$ cat src/rtl/acc_dp_pkg.sv
package acc_dp_pkg;

  localparam int CW_BITS = 9;

  typedef enum logic [1:0] {
    ACC_HOLD  = 2'b00,
    ACC_LOAD  = 2'b01,
    ACC_CLEAR = 2'b10,
    ACC_KEEP  = 2'b11
  } acc_op_e;

  typedef enum logic [1:0] {
    SH_PASS  = 2'b00,
    SH_LEFT  = 2'b01,
    SH_RIGHT = 2'b10,
    SH_THRU  = 2'b11
  } shift_op_e;

  // bit 8 | 7:6 | 5 | 4:3 | 2:1 | 0
  typedef struct packed {
    logic      in_sel;
    acc_op_e   acc_op;
    logic      alu_mode;
    logic [1:0] alu_sel;
    shift_op_e shift_op;
    logic      out_en;
  } ctrl_word_t;

  typedef enum logic [1:0] {
    S_IDLE  = 2'b00,
    S_CLEAR = 2'b01,
    S_RUN   = 2'b10,
    S_DONE  = 2'b11
  } seq_state_e;

endpackage

$ cat src/rtl/acc_alu.sv
module acc_alu #(
  parameter int WIDTH = 8
) (
  input  logic [WIDTH-1:0] a_i,
  input  logic [WIDTH-1:0] b_i,
  input  logic             mode_i,
  input  logic [1:0]       sel_i,
  output logic [WIDTH-1:0] y_o
);

  always_comb begin
    unique case ({mode_i, sel_i})
      3'b000:  y_o = a_i;
      3'b001:  y_o = a_i + b_i;
      3'b010:  y_o = a_i - b_i;
      3'b011:  y_o = a_i + WIDTH'(1);
      3'b100:  y_o = a_i & b_i;
      3'b101:  y_o = a_i | b_i;
      3'b110:  y_o = a_i ^ b_i;
      default: y_o = ~a_i;
    endcase
  end

endmodule

$ cat src/rtl/acc_shifter.sv
module acc_shifter
  import acc_dp_pkg::*;
#(
  parameter int WIDTH = 8
) (
  input  logic [WIDTH-1:0] din_i,
  input  shift_op_e        op_i,
  output logic [WIDTH-1:0] dout_o
);

  always_comb begin
    unique case (op_i)
      SH_LEFT:  dout_o = {din_i[WIDTH-2:0], 1'b0};
      SH_RIGHT: dout_o = {1'b0, din_i[WIDTH-1:1]};
      default:  dout_o = din_i;
    endcase
  end

endmodule

$ cat src/rtl/acc_datapath.sv
module acc_datapath
  import acc_dp_pkg::*;
#(
  parameter int WIDTH = 8
) (
  input  logic             clk,
  input  logic             rst_n,
  input  ctrl_word_t       cw_i,
  input  logic [WIDTH-1:0] din_i,
  output logic [WIDTH-1:0] dout_o,
  output logic             oe_o
);

  logic [WIDTH-1:0] acc_q, acc_d;
  logic [WIDTH-1:0] alu_y, sh_y, src_y;

  acc_alu #(.WIDTH(WIDTH)) u_alu (
    .a_i   (acc_q),
    .b_i   (din_i),
    .mode_i(cw_i.alu_mode),
    .sel_i (cw_i.alu_sel),
    .y_o   (alu_y)
  );

  acc_shifter #(.WIDTH(WIDTH)) u_shift (
    .din_i (alu_y),
    .op_i  (cw_i.shift_op),
    .dout_o(sh_y)
  );

  assign src_y = cw_i.in_sel ? din_i : sh_y;

  always_comb begin
    acc_d = acc_q;
    unique case (cw_i.acc_op)
      ACC_LOAD:  acc_d = src_y;
      ACC_CLEAR: acc_d = '0;
      default:   acc_d = acc_q;
    endcase
  end

  always_ff @(posedge clk or negedge rst_n) begin
    if (!rst_n) acc_q <= '0;
    else        acc_q <= acc_d;
  end

  assign dout_o = cw_i.out_en ? acc_q : '0;
  assign oe_o   = cw_i.out_en;

  p_clear_zero_r2: assert property (@(posedge clk) disable iff (!rst_n)
    (cw_i.acc_op == ACC_CLEAR) |=> (acc_q == '0));

  p_hold_stable_r2: assert property (@(posedge clk) disable iff (!rst_n)
    ((cw_i.acc_op == ACC_HOLD) || (cw_i.acc_op == ACC_KEEP)) |=> $stable(acc_q));

  p_load_ext_r3: assert property (@(posedge clk) disable iff (!rst_n)
    ((cw_i.acc_op == ACC_LOAD) && cw_i.in_sel) |=> (acc_q == $past(din_i)));

endmodule

$ cat src/rtl/acc_sequencer.sv
module acc_sequencer
  import acc_dp_pkg::*;
#(
  parameter int N_SAMPLES = 100
) (
  input  logic               clk,
  input  logic               rst_n,
  input  logic               start_i,
  input  logic               valid_i,
  input  logic               ext_en_i,
  input  logic [CW_BITS-1:0] ext_cw_i,
  output ctrl_word_t         cw_o,
  output logic               busy_o,
  output logic               done_o
);

  localparam int CNT_W = (N_SAMPLES > 1) ? $clog2(N_SAMPLES) : 1;
  localparam logic [CNT_W-1:0] LAST = CNT_W'(N_SAMPLES - 1);

  seq_state_e       state_q, state_d;
  logic [CNT_W-1:0] cnt_q, cnt_d;

  always_comb begin
    state_d = state_q;
    cnt_d   = cnt_q;
    cw_o    = '0;
    unique case (state_q)
      S_IDLE: begin
        if (ext_en_i) cw_o = ctrl_word_t'(ext_cw_i);
        if (start_i) begin
          state_d = S_CLEAR;
          cnt_d   = '0;
        end
      end
      S_CLEAR: begin
        cw_o.acc_op = ACC_CLEAR;
        state_d     = S_RUN;
      end
      S_RUN: begin
        cw_o.alu_sel = 2'b01;
        if (valid_i) begin
          cw_o.acc_op = ACC_LOAD;
          if (cnt_q == LAST) begin
            cnt_d   = '0;
            state_d = S_DONE;
          end else begin
            cnt_d = cnt_q + CNT_W'(1);
          end
        end
      end
      default: begin
        cw_o.out_en = 1'b1;
        state_d     = S_IDLE;
      end
    endcase
  end

  always_ff @(posedge clk or negedge rst_n) begin
    if (!rst_n) begin
      state_q <= S_IDLE;
      cnt_q   <= '0;
    end else begin
      state_q <= state_d;
      cnt_q   <= cnt_d;
    end
  end

  assign busy_o = (state_q != S_IDLE);
  assign done_o = (state_q == S_DONE);

  p_start_clear_r8: assert property (@(posedge clk) disable iff (!rst_n)
    ((state_q == S_IDLE) && start_i) |=> (cw_o.acc_op == ACC_CLEAR));

  p_cnt_bound_r8: assert property (@(posedge clk) disable iff (!rst_n)
    (state_q == S_RUN) |-> (cnt_q <= LAST));

  p_done_single_r9: assert property (@(posedge clk) disable iff (!rst_n)
    done_o |=> !done_o);

  p_done_oe_r9: assert property (@(posedge clk) disable iff (!rst_n)
    done_o |-> cw_o.out_en);

endmodule

$ cat src/rtl/acc_sum_top.sv
module acc_sum_top
  import acc_dp_pkg::*;
#(
  parameter int WIDTH     = 8,
  parameter int N_SAMPLES = 100
) (
  input  logic               clk,
  input  logic               rst_n,
  input  logic               start,
  input  logic               sample_valid,
  input  logic [WIDTH-1:0]   data_in,
  input  logic               ext_ctrl_en,
  input  logic [CW_BITS-1:0] ext_ctrl,
  output logic [WIDTH-1:0]   data_out,
  output logic               out_en,
  output logic               busy,
  output logic               done
);

  logic [1:0] rst_sync_q;
  logic       rst_n_int;
  ctrl_word_t cw;

  always_ff @(posedge clk or negedge rst_n) begin
    if (!rst_n) rst_sync_q <= 2'b00;
    else        rst_sync_q <= {rst_sync_q[0], 1'b1};
  end
  assign rst_n_int = rst_sync_q[1];

  acc_sequencer #(.N_SAMPLES(N_SAMPLES)) u_seq (
    .clk     (clk),
    .rst_n   (rst_n_int),
    .start_i (start),
    .valid_i (sample_valid),
    .ext_en_i(ext_ctrl_en),
    .ext_cw_i(ext_ctrl),
    .cw_o    (cw),
    .busy_o  (busy),
    .done_o  (done)
  );

  acc_datapath #(.WIDTH(WIDTH)) u_dp (
    .clk   (clk),
    .rst_n (rst_n_int),
    .cw_i  (cw),
    .din_i (data_in),
    .dout_o(data_out),
    .oe_o  (out_en)
  );

  p_gate_low_r7: assert property (@(posedge clk) disable iff (!rst_n_int)
    !out_en |-> (data_out == '0));

  p_done_visible_r9: assert property (@(posedge clk) disable iff (!rst_n_int)
    done |-> out_en);

endmodule

$ cat config.mk
export PLATFORM = sky130hd
export DESIGN_NAME = acc_sum_top
export DESIGN_NICKNAME = d
export VERILOG_FILES = /design/src/rtl/acc_dp_pkg.sv /design/src/rtl/acc_alu.sv /design/src/rtl/acc_shifter.sv /design/src/rtl/acc_datapath.sv /design/src/rtl/acc_sequencer.sv /design/src/rtl/acc_sum_top.sv
export SDC_FILE = /design/constraint.sdc
export NUM_CORES = 1
export LEC_CHECK = 0
export ABC_AREA = 0
export BUFFER_PORTS_ARGS = -buffer_cell sky130_fd_sc_hd__buf_2
export CAP_MARGIN = 20
export CORE_MARGIN = 3
export CORE_UTILIZATION = 45
export DETAILED_ROUTE_END_ITERATION = 7
export PLACE_DENSITY = 0.74
export SYNTH_ARGS = -nofsm -noshare
export SYNTH_HDL_FRONTEND = slang
export SYNTH_SLANG_ARGS = --single-unit
$ cat constraint.sdc
create_clock -name clk -period 1.85 [get_ports clk]
set_input_delay 0.37 -clock clk [delete_from_list [all_inputs] [get_ports clk]]
set_output_delay 0.37 -clock clk [all_outputs]
set_load 0.02 [all_outputs]
==> results of run 1 <==
-- metal layers --
metal | vias up | track usage, % | routed length (um)
li1 | 1475 | - | -
met1 | 1492 | 33.92 | 3715
met2 | 164 | 47.17 | 4343
met3 | 34 | 7.018 | 765
met4 | 0 | 10.13 | 292
met5 | - | 0 | 0
-- metrics by stage --
step                hold slack (ns)  instance area [um2]  util [%]  setup WS, ns
floorplan                   0.07441                 2661         -        -1.136
global placement             0.1548                 3457     64.80        -1.201
detailed placement           0.1558                 3457     64.80        -1.271
CTS                          0.3413                 3666     68.71        -1.170
global route                 0.3716                 3827     71.74        -1.357
finish                       0.3071                 3827     71.74        -1.248
-- timing repair --
| item | CTS | global route |
|---|---|---|
| pin swaps | 12 | 17 |
| hold buffers | 1 | 0 |
| setup endpoints to repair | 19 | 24 |
| endpoints found under the hold margin | 2 | 0 |
| resized for setup | 34 | 30 |
| buffers inserted | 3 | 6 |
-- flip-flops by register name, indices dropped and copies added (netlist names) --
| register | cells |
|---|---|
| u_seq.cnt_q | 7 |
| u_seq.state_q | 2 |
| u_dp.acc_q | 8 |
| rst_sync_q | 2 |
-- area by class of cell --
| type | count | area, um2 |
|---|---|---|
| fill | 432 | 1508 |
| inverter | 30 | 112.6 |
| clock buffer | 4 | 45.04 |
| timing repair buffer | 131 | 993.5 |
| multi-input combinational | 272 | 2113 |
| sequential | 19 | 475.5 |
| tap | 70 | 87.58 |
-- cell usage after synthesis, types with 6 or more instances --
master,n,area (um2)
ha_1,32,400.4
inv_1,30,112.6
nand2_1,28,105.1
a21oi_1,26,130.1
nor2_1,26,97.59
o21ai_0,25,125.1
dfrtp_1,19,475.5
and2_1,10,62.56
buf_2,10,50.05
mux2i_1,9,90.09
nand3_1,9,45.04
a211oi_1,8,60.06
a32oi_1,6,52.55
nor3_1,6,30.03
-- power by group through the flow --
| stage | Sequential, uW | Combinational, uW | Clock [uW] |
|---|---|---|---|
| after floorplan | 667 | 2420 | 0 |
| after global placement | 645 | 3900 | 0 |
| after detailed placement | 653 | 4030 | 0 |
| after CTS | 650 | 4360 | 303 |
| after global routing | 664 | 5200 | 318 |
| final | 653 | 4840 | 296 |
-- path summary, 6_finish.rpt --
kind	slack, ns	endpoint
max	-1.25	u_dp.acc_q[6]$_DFFE_PN0P_
min	0.31	u_seq.cnt_q[5]$_DFFE_PN0P_
max reg2reg	-1.25	u_dp.acc_q[6]$_DFFE_PN0P_
min reg2reg	0.31	u_seq.cnt_q[5]$_DFFE_PN0P_
max in group asynchronous	1.08	u_seq.cnt_q[6]$_DFFE_PN0P_
min in group clk	0.35	rst_sync_q[1]$_DFF_PN0_
-- cell families after synthesis --
logic type                 Yosys count  synth area share [%]
DFF                                 19                 18.40
buffers and inverters               46                 8.378
xor gates and xnor gates             7                 2.373
AOI/OAI and AO/OA                  112                 29.20
adders and majority gates           33                 16.27
other                                1                0.1451
and+or+nand+nor                    110                 21.74
muxes                                9                 3.487
==> results.sh, run 1 <==
export IMPL_grt_start_max_net_pins=18
export IMPL_netSwitchingPower_uw=2728
export IMPL_wl_mm=9.117
export IMPL_crit_type="flip-flop to flip-flop"
export IMPL_antenna_found_initial=0
export IMPL_synthesis_area_um2=2584
export IMPL_syn2layout_area_growth_pct=48.14
export IMPL_path_cells="inv_2, ha_4, nand4b_1, buf_4, nand2b_4, or3_1, o21ai_1, ha_2, nor2b_4, o31ai_4, a21oi_2, xnor2_1, o21ai_2, a211oi_2, a22oi_1"
export IMPL_cts_tree="built"
export IMPL_synth_edf_count=0
export IMPL_final_hold_viol_count=0
export IMPL_cts_root_buf="clkbuf_8"
export IMPL_vias_per_cell=6.017
export IMPL_status="finished, violations left"
export IMPL_layout_common_cells="buf_4 (92), inv_1 (28), ha_1 (27), nor2_1 (26), nand2_1 (26)"
export IMPL_fmax_ghz=0.3228
export IMPL_ant_nets=0
export IMPL_port_buffers=32
export IMPL_ir_drop_mv=1.177
export IMPL_globalplace_congestion=0.9496
export IMPL_crit_start="u_seq.state_q[0]$_DFFE_PN0P_"
export IMPL_drtIter0Drc=221
export IMPL_startpoint_type="flip-flop"
export IMPL_grt_setup_unrepaired="yes"
export IMPL_cp_arrival_ns=3.23
export IMPL_dp_cells=512
export IMPL_crit_slowest_cell="dfrtp_1"
export IMPL_post_drt_wl_per_cell_um=17.33
export IMPL_drive_above_1_share_pct=41.67
export IMPL_avgSynthCellArea_um2=7.667
export IMPL_start_util_pct=48.43
export IMPL_powerDensity_nw_per_um2=1512
export IMPL_cpPeakStageDelay_ns=0.39
export IMPL_clk_transition_reported_paths_ns=0.07
export IMPL_critPathRequiredTime_ns=1.98
export IMPL_ios=33
export IMPL_die_w_um=81.78
export IMPL_maxCapViolations=0
export IMPL_cts_buffer_depth=2
export IMPL_cts_sinks=19
export IMPL_antenna_cells=0
export IMPL_cp_end_kind="flip-flop"
export IMPL_period_needed_ns=3.098
export IMPL_cts_made_buffers=3
export IMPL_synthArstFlopShare_pct=100.0
export IMPL_violations="setup timing"
export IMPL_syn_nets=392
export IMPL_fin_nets=512
export IMPL_p_leak_uw=0.001808
export IMPL_netSwitchingFraction_pct=47.15
export IMPL_drv_slew=0
export IMPL_grt_pass1_vias=3134
export IMPL_worstPathMaxFanout=6
export IMPL_ys_types=61
export IMPL_internal_power_uw=3058
export IMPL_r2r_cells=15
export IMPL_slew_headroom_pct=51.09
export IMPL_setup_viol=17
export IMPL_ys_seq_area_share_pct=18.40
export IMPL_drc=0
export IMPL_crit_cells=15
export IMPL_ys_ff_latch=19
export IMPL_htreeDepth=1
export IMPL_power_uw=5786
export IMPL_crit_buf_inv=2
export IMPL_global_route_overflow_total=0
export IMPL_r2r_start="u_seq.state_q[0]$_DFFE_PN0P_"
export IMPL_crit_family="compound AO/OA/AOI/OAI gates"
export IMPL_final_cells=526
export IMPL_finClkSkew_ns=0.002615
export IMPL_route_vias_total=3165
export IMPL_grt_first_pass_wirelength_mm=14.55
export IMPL_fin_crit_sh_pct=167.5
export IMPL_holdCritPathClass="flip-flop to async pin"
export IMPL_ys_warn_count=0
export IMPL_detailed_place_hpwl_mm=7.043
export IMPL_syn_inst=337
export IMPL_combPwrFrac_pct=83.6
export IMPL_insertion_delay_ns=0.26
export IMPL_final_common_cell="buf_4"
export IMPL_fp_dieArea_um2=6687
export IMPL_core_um2=5335
export IMPL_gr_usage_all_layers_pct=27.84
export IMPL_first_pass_iters=5
export IMPL_fin_tns_setup_ns=-12.69
export IMPL_worst_slack_ns=-1.248
export IMPL_power_frac_seq_pct=11.3
export IMPL_placementRows=26
export IMPL_power_frac_clock_pct=5.1
export IMPL_tightest_slew_ns=0.7337
export IMPL_die_h_um=81.78
export IMPL_synth_main_ff_cell="dfrtp_1"
No activity file was read; power rests on OpenSTA's default activity.
==> run 2: changes to the inputs <==
--- a/config.mk
+++ b/config.mk
@@ -6,12 +6,12 @@
 export NUM_CORES = 1
 export LEC_CHECK = 0
 export ABC_AREA = 0
-export BUFFER_PORTS_ARGS = -buffer_cell sky130_fd_sc_hd__buf_2
 export CAP_MARGIN = 20
 export CORE_MARGIN = 3
 export CORE_UTILIZATION = 45
 export DETAILED_ROUTE_END_ITERATION = 7
-export PLACE_DENSITY = 0.74
+export DONT_BUFFER_PORTS = 1
+export PLACE_DENSITY = 0.69
 export SYNTH_ARGS = -nofsm -noshare
 export SYNTH_HDL_FRONTEND = slang
 export SYNTH_SLANG_ARGS = --single-unit
==> run 2 against run 1 <==
The run still ends with setup timing left; register-to-register slack worse by 0.09 ns; worst hold slack worse by 0.019 ns; design area is 4.5% lower; global-route usage is 1.5 points lower; sequential cell count stayed put; wire length is 2.2% lower; total power is 1.6% lower; final cell count is 7.4% lower; maximum frequency is 2.8% lower; critical endpoint is now u_dp.acc_q[4]$_DFFE_PN0P_; largest cell class unchanged; largest power group unchanged; highest routed layer unchanged.
==> results.sh, run 2 (synthesis results as in run 1) <==
export IMPL_cts_made_buffers=3
export IMPL_ios=33
export IMPL_min_delay_start="data_in[0]"
export IMPL_path_cells="inv_2, ha_4, buf_4, a41oi_4, buf_4, a21oi_1, o22ai_1, ha_1, buf_4, o21a_1, o31ai_4, nand2_1, o22ai_1, a21oi_2, o2111a_1, o21ai_1"
export IMPL_crit_type="flip-flop to flip-flop"
export IMPL_start_util_pct=48.43
export IMPL_multi_input_area_um2=2198
export IMPL_global_route_overflow_total=0
export IMPL_whs_endpoint="u_dp.acc_q[0]$_DFFE_PN0P_"
export IMPL_dp_slack_ns=-1.346
export IMPL_antenna_cells=0
export IMPL_cts_sinks=19
export IMPL_cp_end_kind="flip-flop"
export IMPL_power_uw=5695
export IMPL_insertion_delay_ns=0.26
export IMPL_fillers=440
export IMPL_port_buffers=0
export IMPL_crit_slowest_cell="dfrtp_1"
export IMPL_placementRows=26
export IMPL_fin_tns_setup_ns=-11.90
export IMPL_clk_transition_reported_paths_ns=0.08
export IMPL_top_register="u_dp.acc_q"
export IMPL_final_common_cell="buf_4"
export IMPL_r2r_start="u_seq.state_q[1]$_DFFE_PN0P_"
export IMPL_final_util_pct=68.50
export IMPL_worst_slack_ns=-1.339
export IMPL_powerDensity_nw_per_um2=1558
export IMPL_drv_slew=0
export IMPL_post_drt_wl_per_cell_um=18.31
export IMPL_drc=0
export IMPL_violations="setup timing"
export IMPL_drive_above_1_share_pct=38.13
export IMPL_slew_headroom_pct=46.48
export IMPL_largest_reg_flops=8
export IMPL_layout_top_registers="u_dp.acc_q (8), u_seq.cnt_q (7)"
export IMPL_holdCritPathClass="input port to flip-flop"
export IMPL_grt_setup_unrepaired="yes"
export IMPL_grt_busiest_layer="met2"
export IMPL_ant_nets=0
export IMPL_final_hold_viol_count=0
export IMPL_vias_per_cell=5.988
export IMPL_wl_mm=8.918
export IMPL_worstPathMaxFanout=5
export IMPL_reg2reg_slack_ns=-1.34
export IMPL_hold_depth=2
export IMPL_setup_viol=17
export IMPL_grt_first_pass_wirelength_mm=13.59
export IMPL_use_met2_pct=41.52
export IMPL_period_needed_ns=3.189
export IMPL_crit_buf_inv=4
export IMPL_cts_root_buf="clkbuf_8"
export IMPL_regArea_um2=475.5
export IMPL_first_pass_iters=5
export IMPL_p_leak_uw=0.001658
export IMPL_maxCapViolations=0
export IMPL_critPathRequiredTime_ns=2.04
export IMPL_tightest_slew_ns=0.8028
export IMPL_grt_pass1_vias=2735
export IMPL_cpPeakStageDelay_ns=0.40
export IMPL_cp_common_cell="buf_4"
export IMPL_grt_start_max_net_pins=18
export IMPL_detailed_place_hpwl_mm=6.634
export IMPL_fin_nets=473
export IMPL_ir_drop_mv=1.124
export IMPL_cp_arrival_ns=3.38
export IMPL_cts_buffer_depth=2
export IMPL_die_h_um=81.78
export IMPL_r2r_cells=16
export IMPL_htreeDepth=1
export IMPL_grt_met1_usage_pct=37.78
export IMPL_route_vias_total=2916
export IMPL_crit_family="compound AO/OA/AOI/OAI gates"
export IMPL_core_um2=5335
export IMPL_die_w_um=81.78
export IMPL_status="finished, violations left"
export IMPL_fin_crit_sh_pct=172.4
export IMPL_drtIter0Drc=290
export IMPL_syn2layout_area_growth_pct=41.45
export IMPL_antenna_found_initial=0
export IMPL_use_met3_pct=5.154
export IMPL_r2r_end="u_dp.acc_q[4]$_DFFE_PN0P_"
export IMPL_startpoint_type="flip-flop"
export IMPL_globalplace_congestion=0.9884
export IMPL_fmax_ghz=0.3136
export IMPL_finClkSkew_ns=0.01123
export IMPL_fp_dieArea_um2=6687
export IMPL_layout_common_cells="buf_4 (83), inv_1 (27), nand2_1 (27), ha_1 (26), nor2_1 (24)"
export IMPL_whs_ns=0.2882
export IMPL_cts_tree="built"
export IMPL_gr_usage_all_layers_pct=26.37
==> run 2: final cells by class <==
cell class	count	area share [%]
Tap cell	70	2.396
Clock buffer	4	1.232
Sequential cell	19	13.01
Timing Repair Buffer	92	20.13
Multi-Input combinational cell	272	60.15
Inverter	30	3.081
==> run 2: worst max-delay path by stage <==
stage | start | endpoint | slack (ns) | depth (start not counted)
2_1_floorplan | u_seq.state_q[1]$_DFFE_PN0P_ | u_dp.acc_q[6]$_DFFE_PN0P_ | -1.14 | 16
3_3_place_gp | u_seq.state_q[1]$_DFFE_PN0P_ | u_dp.acc_q[3]$_DFFE_PN0P_ | -1.24 | 15
3_5_place_dp | u_seq.state_q[1]$_DFFE_PN0P_ | u_dp.acc_q[4]$_DFFE_PN0P_ | -1.35 | 15
4_1_cts | u_seq.state_q[0]$_DFFE_PN0P_ | u_dp.acc_q[3]$_DFFE_PN0P_ | -1.20 | 15
5_1_grt | u_seq.state_q[1]$_DFFE_PN0P_ | u_dp.acc_q[6]$_DFFE_PN0P_ | -1.47 | 15
6_report | u_seq.state_q[1]$_DFFE_PN0P_ | u_dp.acc_q[4]$_DFFE_PN0P_ | -1.34 | 16
==> run 2: metal layers <==
metal / wire [um] / vias up
met2: 3988 / 158
met4: 221 / 0
met5: 0 / -
met3: 840 / 26
met1: 3867 / 1343
li1: - / 1389
==> run 2: stage by stage <==
| stage | cell area, um2 | std cells |
|---|---|---|
| 3_3_place_gp | 3259 | 475 |
| 3_5_place_dp | 3259 | 475 |
| 2_1_floorplan | 2661 | 337 |
| 5_1_grt | 3655 | 487 |
| 6_report | 3655 | 487 |
| 4_1_cts | 3461 | 483 |
==> run 2: worst reg2reg max path, stage by stage (launching register included) <==
cell and delay [ns]:
dfrtp_1 0.40, inv_2 0.08, ha_4 0.17, buf_4 0.13, a41oi_4 0.29, buf_4 0.21
a21oi_1 0.08, o22ai_1 0.22, ha_1 0.31, buf_4 0.16, o21a_1 0.22, o31ai_4 0.08
nand2_1 0.12, o22ai_1 0.19, a21oi_2 0.12, o2111a_1 0.25, o21ai_1 0.12
==> run 2: where the power goes <==
group / switching, uW / internal (uW)
Combinational: 2450 / 2300
Sequential: 110 / 538
Clock: 146 / 153
==> run 2: repair_timing <==
item | in CTS | in global routing
endpoints found under the setup margin | 17 | 24
hold buffers | 1 | 0
resized for setup | 40 | 31
hold endpoints to repair | 2 | 0
pin swaps | 18 | 22
setup buffers | 3 | 5
==> run 3: changes to the inputs <==
--- a/config.mk
+++ b/config.mk
@@ -8,10 +8,11 @@
 export ABC_AREA = 0
 export CAP_MARGIN = 20
 export CORE_MARGIN = 3
-export CORE_UTILIZATION = 45
+export CORE_UTILIZATION = 60
 export DETAILED_ROUTE_END_ITERATION = 7
 export DONT_BUFFER_PORTS = 1
-export PLACE_DENSITY = 0.69
+export PLACE_DENSITY = 0.85
+export RECOVER_POWER = 100
 export SYNTH_ARGS = -nofsm -noshare
 export SYNTH_HDL_FRONTEND = slang
 export SYNTH_SLANG_ARGS = --single-unit
==> run 3 against run 2 <==
The run ends with DRC, setup timing left; non-clock buffer count up 5; sequential power is 4.5% higher; maximum frequency fell by 8.2%; wire length is 62% higher; die area down 23%; first-iteration DRC count rose to 2.6 times the previous value.
==> results.sh, run 3 (synthesis results as in run 1) <==
export IMPL_status="finished, violations left"
export IMPL_violations="DRC, setup timing"
export IMPL_layout_top_registers="u_dp.acc_q (8), u_seq.cnt_q (7)"
export IMPL_final_hold_viol_count=0
export IMPL_cts_root_buf="clkbuf_8"
export IMPL_wl_mm=14.48
export IMPL_top_register="u_dp.acc_q"
export IMPL_drc=163
export IMPL_slew_headroom_pct=48.09
export IMPL_vias_per_cell=8.242
export IMPL_fin_tns_setup_ns=-18.41
export IMPL_core_um2=4086
export IMPL_cts_buffer_depth=2
export IMPL_fin_crit_sh_pct=187.9
export IMPL_placementRows=23
export IMPL_globalplace_congestion=1.076
export IMPL_insertion_delay_ns=0.30
export IMPL_grt_pass1_vias=3362
export IMPL_cp_arrival_ns=3.65
export IMPL_startpoint_type="flip-flop"
export IMPL_tightest_slew_ns=0.7778
export IMPL_detailed_place_hpwl_mm=6.842
export IMPL_crit_slowest_cell="dfrtp_1"
export IMPL_cts_made_buffers=3
export IMPL_ant_nets=0
export IMPL_worstPathMaxFanout=6
export IMPL_holdCritPathClass="input port to async pin"
export IMPL_period_needed_ns=3.476
export IMPL_worst_slack_ns=-1.626
export IMPL_cts_tree="built"
export IMPL_post_drt_wl_per_cell_um=30.67
export IMPL_cp_end_kind="flip-flop"
export IMPL_maxCapViolations=0
export IMPL_antenna_found_initial=1
export IMPL_first_pass_iters=8
export IMPL_route_vias_total=3890
export IMPL_crit_type="flip-flop to flip-flop"
export IMPL_ios=33
export IMPL_final_util_pct=93.82
export IMPL_path_cells="inv_4, buf_4, ha_4, a41oi_4, buf_4, a31oi_2, nor2_1, a31o_2, ha_4, o211ai_1, and3_1, a221oi_4, xnor2_2, nor3_1, a211oi_1, a22oi_1"
export IMPL_drive_above_1_share_pct=44.08
export IMPL_clk_transition_reported_paths_ns=0.10
export IMPL_grt_setup_unrepaired="yes"
export IMPL_whs_ns=0.2910
export IMPL_syn2layout_area_growth_pct=48.38
export IMPL_combPwrFrac_pct=85.2
export IMPL_netSwitchingPower_uw=3764
export IMPL_power_frac_seq_pct=9.6
export IMPL_ir_drop_mv=1.116
export IMPL_antenna_cells=0
export IMPL_drtIter0Drc=760
export IMPL_port_buffers=0
export IMPL_powerDensity_nw_per_um2=1833
export IMPL_final_common_cell="buf_4"
export IMPL_p_leak_uw=0.001699
export IMPL_finClkSkew_ns=0.009386
export IMPL_htreeDepth=1
export IMPL_global_route_overflow_total=0
export IMPL_grt_start_max_net_pins=18
export IMPL_layout_common_cells="buf_4 (85), inv_1 (27), nand2_1 (27), nor2_1 (22), ha_1 (22)"
export IMPL_fmax_ghz=0.2877
export IMPL_gr_usage_all_layers_pct=43.63
export IMPL_power_frac_clock_pct=5.1
export IMPL_die_h_um=71.62
export IMPL_cts_sinks=19
export IMPL_netSwitchingFraction_pct=53.56
export IMPL_r2r_cells=16
export IMPL_internal_power_uw=3264
export IMPL_die_w_um=71.62
export IMPL_fin_nets=478
export IMPL_start_util_pct=63.23
export IMPL_largest_reg_flops=8
export IMPL_cpPeakStageDelay_ns=0.43
export IMPL_critPathRequiredTime_ns=2.03
export IMPL_grt_first_pass_wirelength_mm=17.38
export IMPL_drv_slew=0
export IMPL_fp_dieArea_um2=5129
export IMPL_setup_viol=25
export IMPL_fillers=125
==> run 3: cell types whose count changed in the layout (fill, tap and decap cells not counted), moves of 3 or more <==
cell     before  now
a22oi_2       0    3
a21oi_1      21   17
ha_1         26   22
ha_4          3    7
a22oi_1       5    2
buf_6         6    9
==> run 3: repair_timing <==
action,CTS,global route
hold buffers,1,0
resized for setup,47,62
setup endpoints to repair,19,26
gates cloned,0,0
pin swaps,31,37
buffers inserted,7,14
hold endpoints to repair,2,0
==> run 3: worst paths after layout <==
check,slack [ns],to,from
worst max-delay path,-1.63,u_dp.acc_q[6]$_DFFE_PN0P_,u_seq.state_q[0]$_DFFE_PN0P_
worst min-delay path,0.29,rst_sync_q[0]$_DFF_PN0_,rst_n
worst max register to register,-1.63,u_dp.acc_q[6]$_DFFE_PN0P_,u_seq.state_q[0]$_DFFE_PN0P_
worst min register to register,0.31,u_seq.state_q[1]$_DFFE_PN0P_,rst_sync_q[1]$_DFF_PN0_
max in group asynchronous,1.04,u_dp.acc_q[4]$_DFFE_PN0P_,rst_sync_q[1]$_DFF_PN0_
min in group clk,0.29,u_dp.acc_q[0]$_DFFE_PN0P_,data_in[0]
==> run 3: metrics by stage <==
step / power [uW] / instances / area [um2] / setup slack [ns]
after floorplan: 3083 / 337 / 2661 / -1.136
after global placement: 4457 / 447 / 3174 / -1.284
after detailed placement: 4591 / 447 / 3174 / -1.322
after CTS: 5379 / 458 / 3451 / -1.173
after global routing: 7082 / 472 / 3834 / -1.774
final: 7028 / 472 / 3834 / -1.626
==> run 3: layer usage <==
metal  vias up  track usage, %  routed length (um)
met2       544           69.29                5756
met5         -               0                   0
met4         0           24.63                1689
met3       239           11.92                2435
li1       1402               -                   -
met1      1705           53.21                4597
==> run 3: worst max-delay path, delay by kind of cell, from the launching register on <==
kind	cells	cell delay, ns
compound gates	7	1.36
simple gates	3	0.47
buf+inv	3	0.47
fa+ha+maj	2	0.39
flops	1	0.43
xor+xnor	1	0.21
==> run 3: area by class of cell <==
cell class / instances / area [um2] / share of cell area [%]
Clock inverter: 1 / 5.005 / 0.1305
Clock buffer: 3 / 41.29 / 1.077
Multi-Input combinational cell: 272 / 2352 / 61.36
Inverter: 30 / 117.6 / 3.068
Sequential cell: 19 / 475.5 / 12.40
Timing Repair Buffer: 97 / 779.5 / 20.33
Tap cell: 50 / 62.56 / 1.632
==> run 3: power by group through the flow <==
stage               sequential (uW)  combinational [uW]  clock [uW]
floorplan                       667                2420           0
global placement                638                3820           0
detailed placement              641                3950           0
CTS                             634                4430         312
global route                    669                6060         354
finish                          677                5990         361
